## src/rtl/ddr3i_pkg.sv

```systemverilog
package ddr3i_pkg;

  localparam int OP_W     = 4;
  localparam int ADDR_W   = 13;
  localparam int BANK_W   = 3;
  localparam int RANK_W   = 2;
  localparam int WORD_W   = 32;
  localparam int RSVD_W   = WORD_W - 1 - RANK_W - BANK_W - ADDR_W - OP_W;
  localparam int NUM_CMDS = 7;
  localparam int NUM_MR   = 4;
  localparam int STEP_W   = $clog2(NUM_CMDS);

  typedef enum logic [OP_W-1:0] {
    OP_DESEL = 4'd0,
    OP_PREA  = 4'd1,
    OP_REF   = 4'd2,
    OP_MRS   = 4'd3,
    OP_ZQCL  = 4'd4
  } op_e;

  typedef struct packed {
    logic              start;
    logic [RSVD_W-1:0] rsvd;
    logic [RANK_W-1:0] rank;
    logic [BANK_W-1:0] bank;
    logic [ADDR_W-1:0] addr;
    op_e               op;
  } cmd_word_t;

endpackage

```

## src/rtl/ddr3i_rst_sync.sv

```systemverilog
module ddr3i_rst_sync #(
  parameter int STAGES = 2
) (
  input  logic clk_i,
  input  logic rst_ni,
  output logic rst_no
);
  logic [STAGES-1:0] sync_q;

  always_ff @(posedge clk_i or negedge rst_ni) begin
    if (!rst_ni) sync_q <= '0;
    else         sync_q <= {sync_q[STAGES-2:0], 1'b1};
  end

  assign rst_no = sync_q[STAGES-1];
endmodule

```

## src/rtl/ddr3i_step_ctrl.sv

```systemverilog
module ddr3i_step_ctrl
  import ddr3i_pkg::*;
(
  input  logic              clk_i,
  input  logic              rst_ni,
  input  logic              start_i,
  input  logic              taken_i,
  output logic [STEP_W-1:0] step_o,
  output logic              load_o,
  output logic              capture_o,
  output logic              busy_o,
  output logic              done_o
);
  localparam logic [STEP_W-1:0] LAST_STEP = STEP_W'(NUM_CMDS - 1);

  typedef enum logic [1:0] {ST_IDLE, ST_LOAD, ST_WAIT} state_e;

  state_e            state_q, state_d;
  logic [STEP_W-1:0] step_q, step_d;
  logic              done_q, done_d;

  always_comb begin
    state_d   = state_q;
    step_d    = step_q;
    done_d    = done_q;
    load_o    = 1'b0;
    capture_o = 1'b0;
    unique case (state_q)
      ST_IDLE: begin
        if (start_i) begin
          capture_o = 1'b1;
          step_d    = '0;
          done_d    = 1'b0;
          state_d   = ST_LOAD;
        end
      end
      ST_LOAD: begin
        load_o  = 1'b1;
        state_d = ST_WAIT;
      end
      ST_WAIT: begin
        if (taken_i) begin
          if (step_q == LAST_STEP) begin
            done_d  = 1'b1;
            state_d = ST_IDLE;
          end else begin
            step_d  = step_q + 1'b1;
            state_d = ST_LOAD;
          end
        end
      end
      default: state_d = ST_IDLE;
    endcase
  end

  always_ff @(posedge clk_i or negedge rst_ni) begin
    if (!rst_ni) begin
      state_q <= ST_IDLE;
      step_q  <= '0;
      done_q  <= 1'b0;
    end else begin
      state_q <= state_d;
      step_q  <= step_d;
      done_q  <= done_d;
    end
  end

  assign step_o = step_q;
  assign busy_o = (state_q != ST_IDLE);
  assign done_o = done_q;

  // the step counter never runs past the last command
  a_r2_step_range: assert property (@(posedge clk_i) disable iff (!rst_ni)
    step_q <= LAST_STEP);

  // done and an active sequence never overlap
  a_r10_done_idle: assert property (@(posedge clk_i) disable iff (!rst_ni)
    done_q |-> (state_q == ST_IDLE));

  // a start pulse during a sequence does not restart it
  a_r9_start_ignored: assert property (@(posedge clk_i) disable iff (!rst_ni)
    (state_q == ST_WAIT && !taken_i) |=> (state_q == ST_WAIT && $stable(step_q)));
endmodule

```

## src/rtl/ddr3i_cmd_rom.sv

```systemverilog
module ddr3i_cmd_rom
  import ddr3i_pkg::*;
#(
  parameter int RANK_SEL    = 3,
  parameter int DLL_RST_BIT = 8
) (
  input  logic [STEP_W-1:0] step_i,
  input  logic [ADDR_W-1:0] mr_i [NUM_MR],
  output cmd_word_t         word_o
);
  localparam logic [ADDR_W-1:0] DLL_RST_MASK = ADDR_W'(1) << DLL_RST_BIT;

  always_comb begin
    word_o      = '0;
    word_o.op   = OP_DESEL;
    word_o.rank = RANK_W'(RANK_SEL);
    unique case (step_i)
      STEP_W'(0): word_o.op = OP_DESEL;
      STEP_W'(1): word_o.op = OP_PREA;
      STEP_W'(2): begin
        word_o.op   = OP_MRS;
        word_o.bank = BANK_W'(2);
        word_o.addr = mr_i[2];
      end
      STEP_W'(3): begin
        word_o.op   = OP_MRS;
        word_o.bank = BANK_W'(3);
        word_o.addr = mr_i[3];
      end
      STEP_W'(4): begin
        word_o.op   = OP_MRS;
        word_o.bank = BANK_W'(1);
        word_o.addr = mr_i[1];
      end
      STEP_W'(5): begin
        word_o.op   = OP_MRS;
        word_o.bank = BANK_W'(0);
        word_o.addr = mr_i[0] | DLL_RST_MASK;
      end
      STEP_W'(6): word_o.op = OP_ZQCL;
      default:    word_o.op = OP_DESEL;
    endcase
  end
endmodule

```

## src/rtl/ddr3i_cmd_reg.sv

```systemverilog
module ddr3i_cmd_reg
  import ddr3i_pkg::*;
#(
  parameter int RANK_SEL    = 3,
  parameter int DLL_RST_BIT = 8
) (
  input  logic      clk_i,
  input  logic      rst_ni,
  input  logic      load_i,
  input  cmd_word_t word_i,
  input  logic      ack_i,
  output cmd_word_t word_o,
  output logic      taken_o
);
  cmd_word_t word_q, word_d;

  always_comb begin
    word_d = word_q;
    if (load_i) begin
      word_d       = word_i;
      word_d.start = 1'b1;
    end else if (word_q.start && ack_i) begin
      word_d.start = 1'b0;
    end
  end

  always_ff @(posedge clk_i or negedge rst_ni) begin
    if (!rst_ni) word_q <= '0;
    else         word_q <= word_d;
  end

  assign word_o  = word_q;
  assign taken_o = word_q.start & ack_i & ~load_i;

  // a pending command is held unchanged until accepted
  a_r7_hold: assert property (@(posedge clk_i) disable iff (!rst_ni)
    (word_q.start && !ack_i) |=> (word_q.start && $stable(word_q)));

  // an accept clears the flag and leaves the rest of the word alone
  a_r7_clear: assert property (@(posedge clk_i) disable iff (!rst_ni)
    (word_q.start && ack_i) |=> (!word_q.start && word_q[WORD_W-2:0] == $past(word_q[WORD_W-2:0])));

  // issued words address both ranks and keep reserved bits zero
  a_r3_rank: assert property (@(posedge clk_i) disable iff (!rst_ni)
    word_q.start |-> (word_q.rank == RANK_W'(RANK_SEL) && word_q.rsvd == '0));

  // the write to mode register 0 carries the DLL reset bit
  a_r6_dll: assert property (@(posedge clk_i) disable iff (!rst_ni)
    (word_q.start && word_q.op == OP_MRS && word_q.bank == '0) |-> word_q.addr[DLL_RST_BIT]);

  // non-MRS commands carry no bank or address
  a_r4_plain_cmd: assert property (@(posedge clk_i) disable iff (!rst_ni)
    (word_q.start && word_q.op != OP_MRS) |-> (word_q.bank == '0 && word_q.addr == '0));
endmodule

```

## src/rtl/ddr3i_seq_top.sv

```systemverilog
module ddr3i_seq_top
  import ddr3i_pkg::*;
#(
  parameter int RANK_SEL    = 3,
  parameter int DLL_RST_BIT = 8
) (
  input  logic              clk_i,
  input  logic              rst_ni,
  input  logic              start_i,
  input  logic [ADDR_W-1:0] mr0_i,
  input  logic [ADDR_W-1:0] mr1_i,
  input  logic [ADDR_W-1:0] mr2_i,
  input  logic [ADDR_W-1:0] mr3_i,
  input  logic              cmd_ack_i,
  output logic [WORD_W-1:0] cmd_word_o,
  output logic              busy_o,
  output logic              done_o
);
  logic              rst_n_s;
  logic [STEP_W-1:0] step;
  logic              load, capture, taken;
  logic [ADDR_W-1:0] mr_in [NUM_MR];
  logic [ADDR_W-1:0] mr_q  [NUM_MR];
  cmd_word_t         rom_word, reg_word;

  ddr3i_rst_sync #(.STAGES(2)) u_rst_sync (
    .clk_i (clk_i),
    .rst_ni(rst_ni),
    .rst_no(rst_n_s)
  );

  assign mr_in[0] = mr0_i;
  assign mr_in[1] = mr1_i;
  assign mr_in[2] = mr2_i;
  assign mr_in[3] = mr3_i;

  for (genvar g = 0; g < NUM_MR; g++) begin : g_mr
    always_ff @(posedge clk_i or negedge rst_n_s) begin
      if (!rst_n_s)     mr_q[g] <= '0;
      else if (capture) mr_q[g] <= mr_in[g];
    end

    // captured mode-register values are frozen during a sequence
    a_r9_mr_hold: assert property (@(posedge clk_i) disable iff (!rst_n_s)
      busy_o |=> $stable(mr_q[g]));
  end

  ddr3i_step_ctrl u_ctrl (
    .clk_i    (clk_i),
    .rst_ni   (rst_n_s),
    .start_i  (start_i),
    .taken_i  (taken),
    .step_o   (step),
    .load_o   (load),
    .capture_o(capture),
    .busy_o   (busy_o),
    .done_o   (done_o)
  );

  ddr3i_cmd_rom #(.RANK_SEL(RANK_SEL), .DLL_RST_BIT(DLL_RST_BIT)) u_rom (
    .step_i(step),
    .mr_i  (mr_q),
    .word_o(rom_word)
  );

  ddr3i_cmd_reg #(.RANK_SEL(RANK_SEL), .DLL_RST_BIT(DLL_RST_BIT)) u_reg (
    .clk_i  (clk_i),
    .rst_ni (rst_n_s),
    .load_i (load),
    .word_i (rom_word),
    .ack_i  (cmd_ack_i),
    .word_o (reg_word),
    .taken_o(taken)
  );

  assign cmd_word_o = reg_word;

  // done rises only on the acceptance of a command
  a_r10_done_rise: assert property (@(posedge clk_i) disable iff (!rst_n_s)
    $rose(done_o) |-> !reg_word.start);
endmodule

```

## config.mk

```make
export PLATFORM = sky130hd
export DESIGN_NAME = ddr3i_seq_top
export DESIGN_NICKNAME = d
export VERILOG_FILES = /design/src/rtl/ddr3i_pkg.sv /design/src/rtl/ddr3i_rst_sync.sv /design/src/rtl/ddr3i_step_ctrl.sv /design/src/rtl/ddr3i_cmd_rom.sv /design/src/rtl/ddr3i_cmd_reg.sv /design/src/rtl/ddr3i_seq_top.sv
export SDC_FILE = /design/constraint.sdc
export NUM_CORES = 1
export LEC_CHECK = 0
export BUFFER_PORTS_ARGS = -buffer_cell sky130_fd_sc_hd__buf_2
export CORE_UTILIZATION = 40
export DETAILED_ROUTE_END_ITERATION = 7
export PLACE_DENSITY_LB_ADDON = 0.05
export REMOVE_ABC_BUFFERS = 1
export SYNTH_ARGS = -nofsm -noshare
export SYNTH_HDL_FRONTEND = slang
export SYNTH_HIERARCHICAL = 1
export SYNTH_SLANG_ARGS = --single-unit
```

## constraint.sdc

```tcl
create_clock -name clk_i -period 3 [get_ports clk_i]
set_clock_uncertainty 0.1 [all_clocks]
set_input_delay 0.15 -clock clk_i [delete_from_list [all_inputs] [get_ports clk_i]]
set_output_delay 0.15 -clock clk_i [all_outputs]
set_load 0.02 [all_outputs]
```

# Word-level counts from Yosys, hierarchy flattened
# Cells that the tools add are included.
[classes]
n_addsub = 1
eq_ne = 12
n_mux = 19
n_bitwise = 3
reduce_logical = 9
[op_table]
columns = ["operator", "n"]
rows = [
  ["case mux 15 bit (4 select lines)", 1],
  ["== test 3 bit (second input constant)", 3],
  ["2-to-1 mux 1 bit", 9],
  ["2-to-1 mux 3 bit", 3],
  ["case mux 3 bit (3 select lines)", 1],
  ["AND reduction 4 bit", 2],
  ["== test 3 x 2 -> 1 bit (second input constant)", 2],
  ["inequality test 2 bit (second input constant)", 3],
  ["case mux 2 bit (3 select lines)", 1],
  ["case mux 3 bit (2 select lines)", 1],
  ["nonzero test 2 bit", 3],
  ["2-to-1 mux 2 bit", 2],
  ["OR reduction 4 bit", 1],
  ["adder 3 x 1 -> 3 bit (second input constant)", 1],
  ["== test 3 x 1 -> 1 bit (second input constant)", 1],
  ["AND 1 bit", 2],
  ["== test 2 x 1 -> 1 bit (second input constant)", 1],
  ["== test 2 bit (second input constant)", 1],
  ["zero test 2 bit", 1],
  ["inequality test 2 x 1 -> 1 bit (second input constant)", 1],
  ["case mux 1 bit (2 select lines)", 1],
  ["AND reduction 2 bit", 1],
  ["logical AND 1 bit", 1],
  ["inverter 1 bit", 1],
]
[word_totals]
reg_bits = 82
input_bits = 56
out_inout_bits = 34
word_cells = 57

# Logic depth before layout (Yosys ltp)
# Gate-level depths: netlist of the first run.
[logic_depth]
word_depth = 6
ltp_mapped = 8

# Cells and area by module
# The synthesis of the first run kept the hierarchy.
[modules_own_cells]
columns = ["mod", "n_inst", "cells_per_inst", "area_per_inst_um2"]
rows = [
  ["ddr3i_seq_top", 1, 110, 2185.8],
  ["ddr3i_cmd_reg", 1, 71, 1345.0],
  ["ddr3i_cmd_rom", 1, 71, 620.6],
  ["ddr3i_step_ctrl", 1, 35, 349.1],
  ["ddr3i_rst_sync", 1, 3, 53.8],
]

# Least setup slack after synthesis of the first run
# No wires, ideal clock.
[synth_path]
kind = "reg2reg"
from = "reg u_ctrl.state_q[0]"
to = "reg u_ctrl.step_q[2], in the netlist u_ctrl/step_o[2]"
setup_ns = 0.118
arrival_time_ns = 1.766
slack_ns = 1.016
path_stages_with_launch = 9
path_cell_list = "dfrtp_1 buf_4 nor2b_1 buf_6 buf_12 nor2_1 nand3_2 a221o_1 a21o_1"
[synth_via]
elab_chain_cells = 6
word_cells_on_any_way = 12
[synth_lines]
columns = ["item", "line_no", "source"]
rows = [
  ["start: declaration", "ddr3i_step_ctrl.sv:18", "state_e state_q, state_d;"],
  ["start signal: assignment", "ddr3i_step_ctrl.sv:62", "state_q <= state_d;"],
  ["== test 2 x 1 -> 1 bit", "ddr3i_step_ctrl.sv:28", "unique case (state_q)"],
  ["2-to-1 mux 1 bit", "ddr3i_step_ctrl.sv:28", ""],
  ["via load", "ddr3i_seq_top.sv:21", "logic load, capture, taken;"],
  ["inverter 1 bit", "ddr3i_cmd_reg.sv:33", "assign taken_o = word_q.start & ack_i & ~load_i;"],
  ["AND 1 bit", "ddr3i_cmd_reg.sv:33", ""],
  ["via taken", "ddr3i_seq_top.sv:21", ""],
  ["inequality test 2 bit (no source line)", "n/a", ""],
  ["AND reduction 4 bit (no source line)", "n/a", ""],
  ["end signal: assignment", "ddr3i_step_ctrl.sv:63", "step_q <= step_d;"],
  ["end: declaration", "ddr3i_step_ctrl.sv:19", "logic [STEP_W-1:0] step_q, step_d;"],
]
# The timed path passes the listed nets, and every way through them passes these cells.
# A chain may end at the register's enable or synchronous reset.

==> results.sh, run 1 <==
export IMPL_status="completed"
export IMPL_p_total_mw=5.263
export IMPL_overflow=0
export IMPL_track_usage=0.1576
export IMPL_place_port_buffers=88
export IMPL_worst_setup_path_end_kind="flop"
export IMPL_combPwrFrac=0.408
export IMPL_htreeDepth=3
export IMPL_critical_path_max_stage_delay_ns=0.57
export IMPL_antenna_left=0
export IMPL_crit_path_cell_trace="nor2b_4 -> buf_4 -> mux2_2"
export IMPL_cts_tree="yes"
export IMPL_slew_headroom=0.5702
export IMPL_area_growth_pct=25.65
export IMPL_vdd_ir_drop_max_v=0.0004192
export IMPL_vias=2635
export IMPL_grt_setup_unrepaired="false"
export IMPL_gp_congestion=0.7177
export IMPL_drtPass1Iterations=4
export IMPL_io_pins=90
export IMPL_drcViolationCount=0
export IMPL_setup_tns_ns=0
export IMPL_clk_pin_slew_ns=0.10
export IMPL_die_h_um=108.1
export IMPL_switching_share=0.3186
export IMPL_p_int_mw=3.586
export IMPL_clockBufferDepth=2
export IMPL_numCtsBuffers=9
export IMPL_final_nets=485
export IMPL_min_period_over_period=0.7089
export IMPL_layout_drive_gt1_share=0.4792
export IMPL_seqPwrFrac=0.406
export IMPL_synth_avg_cell_area_um2=15.70
export IMPL_hold_class="reg -> async"
export IMPL_synth_warnings=6
export IMPL_start_util=0.4139
export IMPL_start_kind="flop"
export IMPL_cts_num_sinks=91
export IMPL_grt_max_degree=52
export IMPL_fmax_mhz=470.2
export IMPL_grt_pass1_vias=2702
export IMPL_cts_resized=0
export IMPL_maxCapViolCount=0
export IMPL_setup_viol=0
export IMPL_diodes=0
export IMPL_leakagePower_nw=2.700
export IMPL_min_period_ns=2.127
export IMPL_antenna_found_initial=0
export IMPL_post_synth_instance_area_um2=4507
export IMPL_worst_slew_pin_transition_ns=0.6447
export IMPL_wl_mm=8.384
export IMPL_coreArea_um2=10890
export IMPL_crit_type="reg -> reg"
export IMPL_clockPowerShare=0.186
export IMPL_critPathRequiredTime_ns=3.15
export IMPL_first_iter_violations=89
export IMPL_dieArea_um2=11700
export IMPL_worstPathArrival_ns=2.27
export IMPL_power_density_nw_per_um2=929.4
export IMPL_crit_path_max_fanout=21
export IMPL_die_w_um=108.1
export IMPL_clockRootBuffer="clkbuf_8"
export IMPL_clk_latency_ns=0.36
export IMPL_via_per_inst=4.607
export IMPL_rows=38
export IMPL_dp_hpwl_mm=5.254
export IMPL_syn_instance_count=287
export IMPL_worst_path_max_delay_cell="nor2b_4"
export IMPL_p_switching_mw=1.677
export IMPL_finalMaxSlewViolations=0
export IMPL_finalHoldViolCount=0
export IMPL_wire_per_inst_um=14.66
export IMPL_grt_pass1_wl_mm=13.86
## worst max-delay path: cells and delay by family, from the launching register on
kind | cells | cell delay, ns
AND/OR/NAND/NOR | 1 | 0.57
multiplexers | 1 | 0.38
flip-flops | 1 | 0.49
buffers and inverters | 1 | 0.46
## layer usage
metal | share of wire | vias up | GRT usage
li1 | - | 1266 | -
met1 | 0.48 | 1303 | 0.2160
met2 | 0.47 | 58 | 0.2393
met3 | 0.038 | 8 | 0.02954
met4 | 0.013 | 0 | 0.07632
met5 | 0 | - | 0
## worst paths after layout
| path | startpoint | to | slack, ns | depth (start not counted) |
|---|---|---|---|---|
| max | u_ctrl/state_q[0]$_DFFE_PN0P_ | u_reg/word_o[26]$_DFFE_PN0P_ | 0.87 | 3 |
| min reg2reg | u_rst_sync/sync_q[1]$_DFF_PN0_ | mr_q[29]$_DFFE_PN0P_ | 0.25 | 0 |
| min in group clk_i | u_rst_sync/sync_q[0]$_DFF_PN0_ | u_rst_sync/sync_q[1]$_DFF_PN0_ | 0.26 | 0 |
| max in group asynchronous | u_rst_sync/sync_q[1]$_DFF_PN0_ | u_reg/word_o[0]$_DFFE_PN0P_ | 1.78 | 1 |
| min | u_rst_sync/sync_q[1]$_DFF_PN0_ | mr_q[29]$_DFFE_PN0P_ | 0.25 | 0 |
| max reg2reg | u_ctrl/state_q[0]$_DFFE_PN0P_ | u_reg/word_o[26]$_DFFE_PN0P_ | 0.87 | 3 |
## flip-flops by register name (all words and copies together), names as in the netlist
name / count
u_ctrl/state_q: 2
mr_q: 51
u_ctrl/step_o: 3
u_reg/word_o: 32
u_ctrl/done_o: 1
u_rst_sync/sync_q: 2
## through the flow
| step | setup WS (ns) | cell area, um^2 | util | hold slack, ns | instances |
|---|---|---|---|---|---|
| after floorplan | -1.911 | 4193 | - | -0.2456 | 268 |
| after global placement | 0.8621 | 4878 | 0.4481 | -0.1616 | 501 |
| after detailed placement | 0.8387 | 4878 | 0.4481 | -0.1622 | 501 |
| after CTS | 0.8262 | 5663 | 0.5201 | 0.2579 | 572 |
| after global routing | 0.7316 | 5663 | 0.5201 | 0.2791 | 572 |
| final | 0.8734 | 5663 | 0.5201 | 0.2535 | 572 |
## power by group through the flow
stage	combinational, mW	sequential, mW	clock (mW)
6_report	2.15	2.14	0.980
5_1_grt	2.31	2.22	1.07
4_1_cts	2.18	2.15	1.02
3_5_place_dp	2.12	2.16	0
3_3_place_gp	2.09	2.16	0
2_1_floorplan	1.54	2.30	0
## repair_timing
| action | 4_1_cts | 5_1_grt |
|---|---|---|
| setup buffers | 0 | 0 |
| hold buffers | 55 | 0 |
| hold endpoints to repair | 55 | 0 |
## placed cells by master (no fill, tap or decap), types with 3 or more instances in the layout
cell type	count
inv_1	4
o22ai_1	5
o22ai_2	8
mux2i_1	25
conb_1	14
buf_4	4
mux2_2	5
bufinv_16	3
dlygate4sd3_1	55
nand2_1	6
buf_2	88
nor2_1	3
mux2_4	77
clkbuf_8	9
dfrtp_1	89
## final cells by class
cell class	count	area, um^2
flip-flops and latches	91	2282
inverters	5	18.77
clock inverters	5	102.6
well taps	140	175.2
multi-input cells	172	1912
clock buffers	11	131.4
fillers	965	5225
repair buffers	148	1041
Note: power is estimated with default switching activity, not from simulation.
==> run 2, diff against run 1 <==
Clock period 3 ns to 1.85 ns, I/O delays scaled along.
==> run 2 against run 1 <==
Net effect:
- fmax increased by 20%
- final area increased by 1.1%
- hold slack got worse by 0.044 ns
- first-iteration DRC count decreased by 24%
- via count increased by 1.3%
- die area unchanged
- critical endpoint is now mr_q[50]$_DFFE_PN0P_
- largest cell class unchanged
- largest power group unchanged
==> results.sh, run 2 (synthesis gave the netlist of run 1 again) <==
export IMPL_wl_mm=8.890
export IMPL_drtPass1Iterations=4
export IMPL_hold_class="reg -> async"
export IMPL_finalMaxSlewViolations=0
export IMPL_place_port_buffers=88
export IMPL_die_w_um=108.1
export IMPL_place_ws_ns=0.07390
export IMPL_numCtsBuffers=9
export IMPL_min_period_ns=1.774
export IMPL_grt_pass1_wl_mm=14.21
export IMPL_regMostFlops="mr_q"
export IMPL_start_util=0.4139
export IMPL_finalNonFillerCells=581
export IMPL_dp_hpwl_mm=5.589
export IMPL_diodes=0
export IMPL_min_period_over_period=0.9590
export IMPL_overflow=0
export IMPL_setup_viol=0
export IMPL_dpl_instance_area_um2=4996
export IMPL_io_pins=90
export IMPL_leakagePower_nw=2.741
export IMPL_layout_drive_gt1_share=0.4921
export IMPL_start_kind="flop"
export IMPL_track_usage=0.1635
export IMPL_htreeDepth=3
export IMPL_post_cts_setup_buffers=0
export IMPL_design_area_um2=5725
export IMPL_clockRootBuffer="clkbuf_8"
export IMPL_clk_pin_slew_ns=0.10
export IMPL_place_inst=510
export IMPL_antenna_found_initial=0
export IMPL_via_per_inst=4.594
export IMPL_final_cell_mix="dfrtp_1, buf_2, mux2_4, dlygate4sd3_1, mux2i_1"
export IMPL_vias=2669
export IMPL_clk_latency_ns=0.36
export IMPL_final_nets=494
export IMPL_finalHoldViolCount=0
export IMPL_fin_ws_ns=0.07578
export IMPL_power_density_nw_per_um2=1461
export IMPL_drcViolationCount=0
export IMPL_antenna_left=0
export IMPL_coreArea_um2=10890
export IMPL_largest_register_ffs=51
export IMPL_clockBufferDepth=2
export IMPL_worstPathArrival_ns=1.92
export IMPL_die_h_um=108.1
export IMPL_wire_per_inst_um=15.30
export IMPL_worst_setup_path_end_kind="flop"
export IMPL_dieArea_um2=11700
export IMPL_crit_path_max_fanout=16
export IMPL_grt_max_degree=36
export IMPL_status="completed"
export IMPL_grt_pass1_vias=2739
export IMPL_first_iter_violations=68
export IMPL_final_common_cell="dfrtp_1"
export IMPL_fmax_mhz=563.6
export IMPL_cts_num_sinks=91
export IMPL_grt_setup_unrepaired="false"
export IMPL_cts_tree="yes"
export IMPL_crit_type="reg -> reg"
export IMPL_area_growth_pct=27.04
export IMPL_setup_tns_ns=0
export IMPL_gp_congestion=0.7093
export IMPL_rows=38
export IMPL_critPathRequiredTime_ns=1.99
export IMPL_maxCapViolCount=0
export IMPL_vdd_ir_drop_max_v=0.0006114
## run 2: cell types whose count changed in the layout (fill, tap and decap cells not counted), moves of 3 or more
cell,change
buf_12,+4
inv_6,+3
bufinv_16,-3
buf_4,+5
## run 2: per-layer routing
metal  part of all wire  up-vias  track usage  wire (um)
li1                   -     1287            -          -
met1               0.48     1321       0.2173       4265
met2               0.48       55       0.2621       4262
met3              0.031        6      0.03014        273
met4              0.010        0      0.06751         89
met5                  0        -            0          0
## run 2: area by class of cell
| class | count | area [um^2] |
|---|---|---|
| clock buffer | 10 | 127.6 |
| timing repair buffer | 157 | 1159 |
| sequential | 91 | 2282 |
| multi-input combinational | 172 | 1916 |
| inverter | 5 | 18.77 |
| clock inverter | 6 | 47.55 |
| tap | 140 | 175.2 |
| fill | 945 | 5162 |
## run 2: through the flow
stage          utilization  hold slack, ns  total power [mW]
3_5_place_dp        0.4589         -0.2175             7.119
3_3_place_gp        0.4589         -0.2222             7.034
5_1_grt             0.5259          0.2510             8.913
6_report            0.5259          0.2096             8.364
2_1_floorplan            -         -0.3031             6.227
4_1_cts             0.5255          0.2330             8.485
## run 2: critical path, stage by stage (launching register included)
cell	delay (ns)
dfrtp_1	0.43
or2_2	0.34
nor2_4	0.12
buf_4	0.32
mux2_4	0.33
## run 2: worst paths after layout
check,to,cells past startpoint,slack (ns),startpoint
max,mr_q[50]$_DFFE_PN0P_,4,0.08,u_ctrl/state_q[0]$_DFFE_PN0P_
min,mr_q[39]$_DFFE_PN0P_,0,0.21,u_rst_sync/sync_q[1]$_DFF_PN0_
min in group clk_i,u_rst_sync/sync_q[1]$_DFF_PN0_,0,0.28,u_rst_sync/sync_q[0]$_DFF_PN0_
min reg2reg,mr_q[39]$_DFFE_PN0P_,0,0.21,u_rst_sync/sync_q[1]$_DFF_PN0_
max in group asynchronous,mr_q[44]$_DFFE_PN0P_,1,0.89,u_rst_sync/sync_q[1]$_DFF_PN0_
max reg2reg,mr_q[50]$_DFFE_PN0P_,4,0.08,u_ctrl/state_q[0]$_DFFE_PN0P_
## run 2: what timing repair did
| action | in CTS | in global routing |
|---|---|---|
| gates resized for setup | 0 | 1 |
| setup endpoints to repair | 0 | 1 |
| endpoints found under the hold margin | 55 | 0 |
| hold buffers | 55 | 0 |
## run 2: report_power, final
group	internal [mW]	leakage [nW]	total, mW	switching [mW]
clock	0.504	0.0877	1.24	0.732
combinational	2.16	1.54	3.75	1.58
sequential	2.87	1.11	3.38	0.508
